--- src/rtl/hdlc_tx_pkg.sv ---
package hdlc_tx_pkg;
  localparam int unsigned BYTE_W = 8;
  localparam logic [BYTE_W-1:0] FLAG_BYTE = 8'h7E;

  typedef enum logic [2:0] {
    ST_IDLE  = 3'd0,
    ST_OPEN  = 3'd1,
    ST_DATA  = 3'd2,
    ST_CRC   = 3'd3,
    ST_CLOSE = 3'd4,
    ST_ABORT = 3'd5
  } tx_state_e;
endpackage

--- src/rtl/hdlc_tx_crc.sv ---
module hdlc_tx_crc #(
  parameter int unsigned CRC_W = 16,
  parameter logic [CRC_W-1:0] CRC_POLY = 16'h8408,
  parameter logic [CRC_W-1:0] CRC_INIT = 16'hFFFF
) (
  input  logic clk,
  input  logic rst_n,
  input  logic clear,
  input  logic feed,
  input  logic din,
  input  logic shift,
  output logic crc_bit
);
  logic [CRC_W-1:0] crc_q;

  always_ff @(posedge clk or negedge rst_n) begin
    if (!rst_n) begin
      crc_q <= CRC_INIT;
    end else if (clear) begin
      crc_q <= CRC_INIT;
    end else if (feed) begin
      crc_q <= (crc_q >> 1) ^ ((crc_q[0] ^ din) ? CRC_POLY : '0);
    end else if (shift) begin
      crc_q <= crc_q >> 1;
    end
  end

  // complemented value goes out, lowest bit first
  assign crc_bit = ~crc_q[0];
endmodule

--- src/rtl/hdlc_tx_ones.sv ---
module hdlc_tx_ones #(
  parameter int unsigned RUN = 5,
  localparam int unsigned RUN_W = $clog2(RUN + 1)
) (
  input  logic             clk,
  input  logic             rst_n,
  input  logic             clear,
  input  logic             bump,
  input  logic             bit_val,
  output logic             stuff_due,
  output logic [RUN_W-1:0] run_cnt
);
  always_ff @(posedge clk or negedge rst_n) begin
    if (!rst_n) begin
      run_cnt <= '0;
    end else if (clear) begin
      run_cnt <= '0;
    end else if (bump) begin
      run_cnt <= bit_val ? run_cnt + 1'b1 : '0;
    end
  end

  assign stuff_due = (run_cnt == RUN_W'(RUN));
endmodule

--- src/rtl/hdlc_tx_fsm.sv ---
module hdlc_tx_fsm
  import hdlc_tx_pkg::*;
#(
  parameter int unsigned CRC_W = 16,
  localparam int unsigned CNT_W = $clog2(CRC_W)
) (
  input  logic              clk,
  input  logic              rst_n,
  input  logic              bit_en,
  input  logic              cfg_idle_flags,
  input  logic              s_valid,
  input  logic [BYTE_W-1:0] s_data,
  input  logic              s_last,
  output logic              s_ready,
  input  logic              stuff_due,
  input  logic              crc_bit,
  output logic              out_bit,
  output logic              crc_clr,
  output logic              crc_feed,
  output logic              crc_shift,
  output logic              ones_clr,
  output logic              ones_bump,
  output tx_state_e         state_o,
  output logic              drop_o
);
  localparam logic [CNT_W-1:0] CCNT_LAST = CNT_W'(CRC_W - 1);

  tx_state_e         state;
  logic [2:0]        bcnt;
  logic [BYTE_W-1:0] shreg;
  logic              empty;
  logic              last_q;
  logic              drop;
  logic [CNT_W-1:0]  ccnt;
  logic              hs;
  logic              start;

  assign s_ready = drop || (state == ST_DATA && empty && !stuff_due);
  assign hs      = s_valid && s_ready;
  assign start   = bit_en && state == ST_IDLE && bcnt == 3'd7 && s_valid && !drop;
  assign crc_clr  = start;
  assign ones_clr = start;
  assign state_o  = state;
  assign drop_o   = drop;

  always_comb begin
    out_bit   = 1'b1;
    crc_feed  = 1'b0;
    crc_shift = 1'b0;
    ones_bump = 1'b0;
    unique case (state)
      ST_IDLE:  out_bit = cfg_idle_flags ? FLAG_BYTE[bcnt] : 1'b1;
      ST_OPEN:  out_bit = FLAG_BYTE[bcnt];
      ST_DATA: begin
        if (stuff_due) begin
          out_bit   = 1'b0;
          ones_bump = bit_en;
        end else if (!empty) begin
          out_bit   = shreg[0];
          crc_feed  = bit_en;
          ones_bump = bit_en;
        end else if (s_valid) begin
          out_bit   = s_data[0];
          crc_feed  = bit_en;
          ones_bump = bit_en;
        end
      end
      ST_CRC: begin
        if (stuff_due) begin
          out_bit   = 1'b0;
          ones_bump = bit_en;
        end else begin
          out_bit   = crc_bit;
          crc_shift = bit_en;
          ones_bump = bit_en;
        end
      end
      ST_CLOSE: begin
        if (stuff_due && bcnt == 3'd0) begin
          out_bit   = 1'b0;
          ones_bump = bit_en;
        end else begin
          out_bit = FLAG_BYTE[bcnt];
        end
      end
      default: out_bit = 1'b1;
    endcase
  end

  always_ff @(posedge clk or negedge rst_n) begin
    if (!rst_n) begin
      state  <= ST_IDLE;
      bcnt   <= 3'd0;
      shreg  <= '0;
      empty  <= 1'b1;
      last_q <= 1'b0;
      drop   <= 1'b0;
      ccnt   <= '0;
    end else begin
      if (hs && drop && s_last) drop <= 1'b0;
      if (hs && !drop && !bit_en) begin
        shreg  <= s_data;
        bcnt   <= 3'd0;
        empty  <= 1'b0;
        last_q <= s_last;
      end
      if (bit_en) begin
        unique case (state)
          ST_IDLE: begin
            bcnt <= bcnt + 3'd1;
            if (start) state <= ST_OPEN;
          end
          ST_OPEN: begin
            bcnt <= bcnt + 3'd1;
            if (bcnt == 3'd7) begin
              state <= ST_DATA;
              empty <= 1'b1;
            end
          end
          ST_DATA: begin
            if (!stuff_due) begin
              if (!empty) begin
                shreg <= shreg >> 1;
                bcnt  <= bcnt + 3'd1;
                if (bcnt == 3'd7) begin
                  empty <= 1'b1;
                  if (last_q) begin
                    state <= ST_CRC;
                    ccnt  <= '0;
                  end
                end
              end else if (s_valid) begin
                shreg  <= s_data >> 1;
                bcnt   <= 3'd1;
                empty  <= 1'b0;
                last_q <= s_last;
              end else begin
                state <= ST_ABORT;
                bcnt  <= 3'd1;
                drop  <= 1'b1;
              end
            end
          end
          ST_CRC: begin
            if (!stuff_due) begin
              ccnt <= ccnt + 1'b1;
              if (ccnt == CCNT_LAST) begin
                state <= ST_CLOSE;
                bcnt  <= 3'd0;
              end
            end
          end
          ST_CLOSE: begin
            if (!(stuff_due && bcnt == 3'd0)) begin
              bcnt <= bcnt + 3'd1;
              if (bcnt == 3'd7) state <= ST_IDLE;
            end
          end
          ST_ABORT: begin
            bcnt <= bcnt + 3'd1;
            if (bcnt == 3'd7) state <= ST_IDLE;
          end
          default: state <= ST_IDLE;
        endcase
      end
    end
  end
endmodule

--- src/rtl/hdlc_tx_stuffer.sv ---
module hdlc_tx_stuffer
  import hdlc_tx_pkg::*;
#(
  parameter int unsigned STUFF_RUN = 5,
  parameter int unsigned CRC_W = 16,
  parameter logic [CRC_W-1:0] CRC_POLY = 16'h8408,
  parameter logic [CRC_W-1:0] CRC_INIT = 16'hFFFF,
  localparam int unsigned RUN_W = $clog2(STUFF_RUN + 1)
) (
  input  logic              clk,
  input  logic              rst_n,
  input  logic              bit_en,
  input  logic              cfg_idle_flags,
  input  logic              cfg_invert,
  input  logic              s_valid,
  input  logic [BYTE_W-1:0] s_data,
  input  logic              s_last,
  output logic              s_ready,
  output logic              tx_line
);
  logic             out_bit, crc_bit, stuff_due;
  logic             crc_clr, crc_feed, crc_shift, ones_clr, ones_bump;
  logic             line_q, drop_w;
  logic [RUN_W-1:0] run_cnt;
  tx_state_e        state_w;

  hdlc_tx_fsm #(.CRC_W(CRC_W)) u_fsm (
    .clk(clk), .rst_n(rst_n), .bit_en(bit_en), .cfg_idle_flags(cfg_idle_flags),
    .s_valid(s_valid), .s_data(s_data), .s_last(s_last), .s_ready(s_ready),
    .stuff_due(stuff_due), .crc_bit(crc_bit), .out_bit(out_bit),
    .crc_clr(crc_clr), .crc_feed(crc_feed), .crc_shift(crc_shift),
    .ones_clr(ones_clr), .ones_bump(ones_bump), .state_o(state_w), .drop_o(drop_w)
  );

  hdlc_tx_crc #(.CRC_W(CRC_W), .CRC_POLY(CRC_POLY), .CRC_INIT(CRC_INIT)) u_crc (
    .clk(clk), .rst_n(rst_n), .clear(crc_clr), .feed(crc_feed), .din(out_bit),
    .shift(crc_shift), .crc_bit(crc_bit)
  );

  hdlc_tx_ones #(.RUN(STUFF_RUN)) u_ones (
    .clk(clk), .rst_n(rst_n), .clear(ones_clr), .bump(ones_bump), .bit_val(out_bit),
    .stuff_due(stuff_due), .run_cnt(run_cnt)
  );

  always_ff @(posedge clk or negedge rst_n) begin
    if (!rst_n) line_q <= 1'b1;
    else if (bit_en) line_q <= out_bit;
  end

  assign tx_line = line_q ^ cfg_invert;
endmodule

--- config.mk ---
export PLATFORM = sky130hd
export DESIGN_NAME = hdlc_tx_stuffer
export DESIGN_NICKNAME = d
export VERILOG_FILES = /design/src/rtl/hdlc_tx_pkg.sv /design/src/rtl/hdlc_tx_crc.sv /design/src/rtl/hdlc_tx_ones.sv /design/src/rtl/hdlc_tx_fsm.sv /design/src/rtl/hdlc_tx_stuffer.sv
export SDC_FILE = /design/constraint.sdc
export NUM_CORES = 1
export LEC_CHECK = 0
export BUFFER_PORTS_ARGS = -buffer_cell sky130_fd_sc_hd__buf_2
export CAP_MARGIN = 20
export CORE_MARGIN = 2
export CORE_UTILIZATION = 54
export CTS_CLUSTER_DIAMETER = 50
export DETAILED_ROUTE_END_ITERATION = 10
export GPL_ROUTABILITY_DRIVEN = 0
export GPL_TIMING_DRIVEN = 0
export PLACE_DENSITY = 0.84
export SLEW_MARGIN = 20
export SYNTH_ARGS = -nofsm -noshare
export SYNTH_HDL_FRONTEND = slang
export SYNTH_SLANG_ARGS = --single-unit
--- constraint.sdc ---
create_clock -name clk -period 2.1 [get_ports clk]
set_input_delay 0.21 -clock clk [delete_from_list [all_inputs] [get_ports clk]]
set_output_delay 0.21 -clock clk [all_outputs]
set_load 0.05 [all_outputs]
# --- Word level (Yosys, flattened, before mapping) ---
# Memories as Yosys holds them, arrays and structs flattened.
# Index checks and enable logic that the tools add are counted.
classes:
  add_sub_neg: 3
  order_cmp: 1
  n_eq_ne: 20
  mux: 75
  bitwise: 4
  reduce_logical: 24
op_table:
  columns: ["cell", "count"]
  rows:
  - ["$mux W16", 4]
  - ["$mux W3", 21]
  - ["$mux W8", 6]
  - ["$mux W1", 33]
  - ["$mux W4", 5]
  - ["$pmux W3 S6", 1]
  - ["$xor A15 B16 Y16", 1]
  - ["$eq A3 B3 Y1 const B", 4]
  - ["$logic_and A1 B1 Y1", 12]
  - ["$ne A2 B2 Y1 const B", 6]
  - ["$pmux W3 S4", 1]
  - ["$reduce_and A10 Y1", 1]
  - ["$pmux W4 S2", 1]
  - ["$reduce_and A7 Y1", 1]
  - ["$add A3 B1 Y3 const B", 2]
  - ["$eq A3 B2 Y1 const B", 2]
  - ["$logic_not A3 Y1", 2]
  - ["$ne A2 B1 Y1 const B", 3]
  - ["$pmux W1 S5", 1]
  - ["$add A4 B1 Y4 const B", 1]
  - ["$eq A4 B4 Y1 const B", 1]
  - ["$lt A3 B4 Y1 const B", 1]
  - ["$reduce_bool A2 Y1", 2]
  - ["$eq A3 B1 Y1 const B", 1]
  - ["other kinds (11)", 14]
word_totals:
  regBits: 41
  rom_bits: 8
  input_bits: 15
  out_inout_bits: 2
  wordCells: 138
  n_memories: 1
memory_table:
  columns: ["memory", "depth", "width", "read_ports", "rd_ports_with_merged_regs", "wr", "line", "rtl"]
  rows:
  - ["(name not given)", 8, 1, 1, 0, 0, "hdlc_tx_fsm.sv:52", "ST_IDLE: out_bit = cfg_idle_flags ? FLAG_BYTE[bcnt] : 1'b1;"]

# --- Longest topological paths before layout ---
depth:
  ltp_word: 13
  depth_mapped: 9

# --- By module ---
# Synthesis repeated with hierarchy kept, for this count alone.
hier_totals:
  cells_unflattened: 257
  hier_area_um2: 2544.9
modules_own_cells:
  columns: ["mod", "n_inst", "cells_per_inst", "area_per_inst_um2", "seq_area_each_um2"]
  rows:
  - ["hdlc_tx_fsm", 1, 159, 1480.2, 526.8]
  - ["hdlc_tx_crc", 1, 77, 843.3, 420.4]
  - ["hdlc_tx_ones", 1, 18, 171.4, 75.1]
  - ["hdlc_tx_stuffer", 1, 3, 50.0, 26.3]

# --- Least setup slack after synthesis ---
# No wires, ideal clock.
synth_path:
  path_type: "register to register"
  from: "register u_ones.run_cnt[0]"
  to: "register u_fsm.last_q"
  setup_time_ns: 0.128
  arrival_ns: 2.129
  t_required_ns: 1.972
  setup_slack_ns: -0.157
  path_stages_with_launch: 8
  n_path_buf: 1
  synth_period_minus_slack_ns: 2.257
  path_cell_list: "dfrtp_1 > ha_1 > and2_4 > buf_6 > or4_4 > nor3_4 > a31oi_1 > mux2_1"
synth_between:
  elab_chain_len: 13
synth_lines:
  columns: ["element", "line", "rtl"]
  rows:
  - ["from (decl)", "hdlc_tx_ones.sv:11", "output logic [RUN_W-1:0] run_cnt"]
  - ["from (signal assigned)", "hdlc_tx_ones.sv:19", "run_cnt <= bit_val ? run_cnt + 1'b1 : '0;"]
  - ["$eq A3 B3 Y1 *", "hdlc_tx_ones.sv:23", "assign stuff_due = (run_cnt == RUN_W'(RUN));"]
  - ["$logic_not A1 Y1", "hdlc_tx_fsm.sv:38", "assign s_ready = drop || (state == ST_DATA && empty && !stuff_due);"]
  - ["$logic_and A1 B1 Y1", "hdlc_tx_fsm.sv:38", null]
  - ["$logic_or A1 B1 Y1", "hdlc_tx_fsm.sv:38", null]
  - ["$logic_and A1 B1 Y1", "hdlc_tx_fsm.sv:39", "assign hs = s_valid && s_ready;"]
  - ["$logic_and A1 B1 Y1 (2 in series)", "hdlc_tx_fsm.sv:101", "if (hs && !drop && !bit_en) begin"]
  - ["$mux W1", "hdlc_tx_fsm.sv:101", null]
  - ["$mux W1", "hdlc_tx_fsm.sv:132", "end else if (s_valid) begin"]
  - ["$mux W1", "hdlc_tx_fsm.sv:122", "if (!empty) begin"]
  - ["$mux W1", "hdlc_tx_fsm.sv:121", "if (!stuff_due) begin"]
  - ["$mux W1", "hdlc_tx_fsm.sv:108", "unique case (state)"]
  - ["$mux W1 *", "hdlc_tx_fsm.sv:107", "if (bit_en) begin"]
  - ["to (signal assigned)", "hdlc_tx_fsm.sv:105", "last_q <= s_last;"]
  - ["to (signal assigned)", "hdlc_tx_fsm.sv:136", "last_q <= s_last;"]
  - ["to (decl)", "hdlc_tx_fsm.sv:32", "logic last_q;"]
# Every way passes the cells marked *; elsewhere a longest branch is shown, timed or not.
# A chain may end at the register's enable or synchronous reset.

# --- Worst setup path after layout ---
layout_path:
  from: "register u_ones.run_cnt[0]"
  to: "register u_fsm.shreg[0]"
layout_between:
  elab_chain_len: 13
layout_lines:
  columns: ["element", "line", "rtl"]
  rows:
  - ["$eq A3 B3 Y1 *", "hdlc_tx_ones.sv:23", null]
  - ["$logic_not A1 Y1", "hdlc_tx_fsm.sv:38", null]
  - ["$logic_and A1 B1 Y1", "hdlc_tx_fsm.sv:38", null]
  - ["$logic_or A1 B1 Y1", "hdlc_tx_fsm.sv:38", null]
  - ["$logic_and A1 B1 Y1", "hdlc_tx_fsm.sv:39", null]
  - ["$logic_and A1 B1 Y1 (2 in series)", "hdlc_tx_fsm.sv:101", null]
  - ["$mux W8", "hdlc_tx_fsm.sv:101", null]
  - ["$mux W8", "hdlc_tx_fsm.sv:132", null]
  - ["$mux W8", "hdlc_tx_fsm.sv:122", null]
  - ["$mux W8", "hdlc_tx_fsm.sv:121", null]
  - ["$mux W8", "hdlc_tx_fsm.sv:108", null]
  - ["$mux W8 *", "hdlc_tx_fsm.sv:107", null]
  - ["to (signal assigned)", "hdlc_tx_fsm.sv:102", "shreg <= s_data;"]
  - ["to (signal assigned)", "hdlc_tx_fsm.sv:123", "shreg <= shreg >> 1;"]
  - ["to (signal assigned)", "hdlc_tx_fsm.sv:133", "shreg <= s_data >> 1;"]
  - ["to (decl)", "hdlc_tx_fsm.sv:30", "logic [BYTE_W-1:0] shreg;"]
# Marked as above.

==> out/metrics.cfg <==
[critical_path]
cp_top_family=simple AND/OR/NAND/NOR gates
reg2reg_depth=6
slowest_stage=or4_4
cp_max_fo=4
rrSetupSlack_ns=-0.09
crit_path_max_incr_delay_ns=0.52
cp-start-kind=register
path_buf_inv=0
arrival_ns=2.35
r2r_start=u_ones.run_cnt[0]
critPathRequiredTime_ns=2.26
worstReg2RegEnd=u_fsm.shreg[0]
crit_path_end_kind=register
crit_chain=ha_2, and2_4, or4_4, or3_4, mux2i_1, o221ai_1
path_class=reg2reg

[power]
p_leak_uw=0.00117
pwr-share-clk_pct=16.3
p_seq_share_pct=39.6
combPwrFrac_pct=44.1
power.internal_uw=2280
swShare_pct=38.8
p_sw_uw=1450
ir_drop_v=0.000595
power_density_nw_per_um2=1270

[die]
rows=24
io_pins=17
fp.dieW_um=71.1
fp.coreArea_um2=4350
die_h_um=71.1
start_util_pct=55.8
die_area_um2=5050

[timing]
period_minus_slack_ns=2.19
rsz0062_at_grt=true
relSlewSlack_pct=41.1
fin_skew_ns=0.00276
finalSetupViolCount=6
setup_ws_ns=-0.0872
finalHoldViolations=0
finalMaxSlewViolations=0
worst_pin_slew_ns=0.883
finalCritPeriodShare_pct=104
fmax_ghz=0.457

[synth]
netlist_top_cells_area=dfrtp_1 (24%), dfstp_2 (19%), mux2i_1 (5.4%)
synthArstFlopShare_pct=100
synth-edff-count=0
synth_top_area_share_pct=23.7
synth_warnings=0
syn_inst=238
ys_ff_latch=41
avgSynthCellArea_um2=10.2
syn-num-nets=259
ys.flop_type=dfrtp_1
ys_seq_area_share_pct=43.1
syn_area_um2=2430
synth.distinct_cells=55
synth.largest_area_cell=dfrtp_1

[cells_and_area]
fin_cells=328
fin_nets=296
syn2layout_area_growth_pct=20.5
n_antenna_cell=0
final_core_util_pct=67.3
drive_gt1_share_pct=34.1

[status]
violations=setup timing
status=finished, violations left

[detailed_routing]
drtPass1Iterations=5
wl_met1_um=2600
viasPerCell=6.37
ant_nets=0
met2WireLength_um=2760
top_layer=met4
dr_wl_met3_um=367
vias=2090
post-route-drc-count=0
drt-total-wl_um=5880
avgRoutedWirePerCell_um=17.9
drt_iter0_markers=217

[global_routing]
antenna_found_initial=0
grt_pass1_wl_um=9550
grtUsageTotal_pct=24.0
grt_max_degree=42
grt_pass1_vias=1989
overflow=0

[cts]
clk_path_buf_depth=2
path_clk_slew_ns=0.08
cts_sinks=41
cts_made_buffers=5
root_buffer=clkbuf_8
cts_tree=done
clock_latency_ns=0.30
htree_levels=2

[place]
io_buffer_count=16
hpwl_um=3800
dp_slack_ns=-0.399
place_inst=306

[worst_hold_path]
hp-class=in2async

[run]
cap_viol_max_count=0

## cells in the final DEF (no fill, tap or decap), drive strengths merged, types with 8 or more instances in the layout
| cell type | n |
|---|---|
| nand3 | 10 |
| nand2 | 12 |
| dfstp | 18 |
| buf | 37 |
| nor2b | 10 |
| dfrtp | 23 |
| o221ai | 8 |
| o21ai | 11 |
| clkbuf | 16 |
| o22a | 13 |
| mux2i | 13 |
| a21oi | 10 |
| inv | 9 |
| a31oi | 11 |
## worst max-delay path by stage
stage,from,end,slack (ns),cells past startpoint
2_1_floorplan,u_ones.run_cnt[0],u_fsm.shreg[0],-0.11,8
3_3_place_gp,u_fsm.bcnt[0],u_crc.crc_q[11],-0.37,7
3_5_place_dp,u_fsm.bcnt[0],u_crc.crc_q[12],-0.40,7
4_1_cts,u_ones.run_cnt[0],u_fsm.shreg[0],-0.15,7
5_1_grt,u_ones.run_cnt[0],u_fsm.shreg[0],-0.12,6
6_report,u_ones.run_cnt[0],u_fsm.shreg[0],-0.09,6
## power groups by stage
stage                     clock network [uW]  registers (uW)  logic [uW]
after floorplan                            0            1390        1070
after global placement                     0            1450        1290
after detailed placement                   0            1480        1340
after CTS                                613            1480        1460
after global routing                     641            1520        1780
final                                    608            1480        1640
## per-layer routing
| layer | track usage [%] | vias up |
|---|---|---|
| met5 | 0 | - |
| met4 | 9.43 | 0 |
| met3 | 5.41 | 18 |
| met2 | 38.7 | 89 |
| met1 | 31.5 | 1004 |
| li1 | - | 979 |
## logic make-up (layout without fill, tap and decap cells)
logic type	after synthesis	after routing	synth area share [%]
AOI/OAI and AO/OA	76	76	24.2
and+or+nand+nor	72	72	17.4
DFF	41	41	43.1
buffers and inverters	24	62	4.17
muxes	18	18	7.67
adders and majority gates	6	6	3.09
xor gates and xnor gates	1	1	0.360
## metrics by stage
stage               hold slack (ns)  instance area (um2)  TNS, ns  power, uW
global placement              0.381                 2580    -6.75       2730
floorplan                   -0.0856                 2430   -0.685       2470
detailed placement            0.387                 2580    -7.70       2820
global route                 0.0861                 2930   -0.806       3940
CTS                          0.0528                 2850    -1.05       3550
finish                       0.0122                 2930   -0.194       3730
## synthesized netlist by cell type, types with 2 or more instances
cell type,count
a21oi_1,10
o2111ai_1,3
dfrtp_1,23
a22o_1,3
nand3b_1,4
ha_1,6
clkbuf_1,11
o21bai_1,2
mux2i_1,13
o221ai_1,2
nand2_1,12
nand2b_1,7
nor3b_1,2
o22ai_1,2
inv_1,8
o22a_1,13
a31oi_1,11
o21ai_0,11
nor2_1,7
or3_1,2
or2_2,2
and3_1,2
mux2_2,4
dfstp_2,18
nand3_1,10
o221ai_2,6
nor2b_1,10
nor3_1,5
buf_2,3
## registers in the layout (all words and copies together), names as in the netlist
signal / flops
line_q: 1
u_fsm.ccnt: 4
u_ones.run_cnt: 3
u_fsm.shreg: 8
u_crc.crc_q: 16
u_fsm.bcnt: 3
u_fsm.last_q: 1
u_fsm.empty: 1
u_fsm.state_o: 3
u_fsm.drop_o: 1
## layout make-up
| class | instances | area, um2 |
|---|---|---|
| Buffer | 13 | 63.8 |
| Clock buffer | 7 | 96.3 |
| Clock inverter | 1 | 8.76 |
| Fill cell | 327 | 1430 |
| Inverter | 8 | 30.0 |
| Multi-Input combinational cell | 173 | 1390 |
| Sequential cell | 41 | 1050 |
| Tap cell | 52 | 65.1 |
| Timing Repair Buffer | 33 | 229 |
## worst register-to-register path, stage by stage, from the launching register on
cell and delay (ns):
dfrtp_1 0.41, ha_2 0.20, and2_4 0.16, or4_4 0.52, or3_4 0.44, mux2i_1 0.18
o221ai_1 0.15
## repair_timing
item | in CTS | in global routing
endpoints found under the setup margin | 32 | 29
cloned | 1 | 0
gates resized for setup | 18 | 22
buffers inserted | 9 | 9
hold buffers | 0 | 0
pin swaps | 8 | 9
Note: power is estimated with default switching activity, not from simulation.
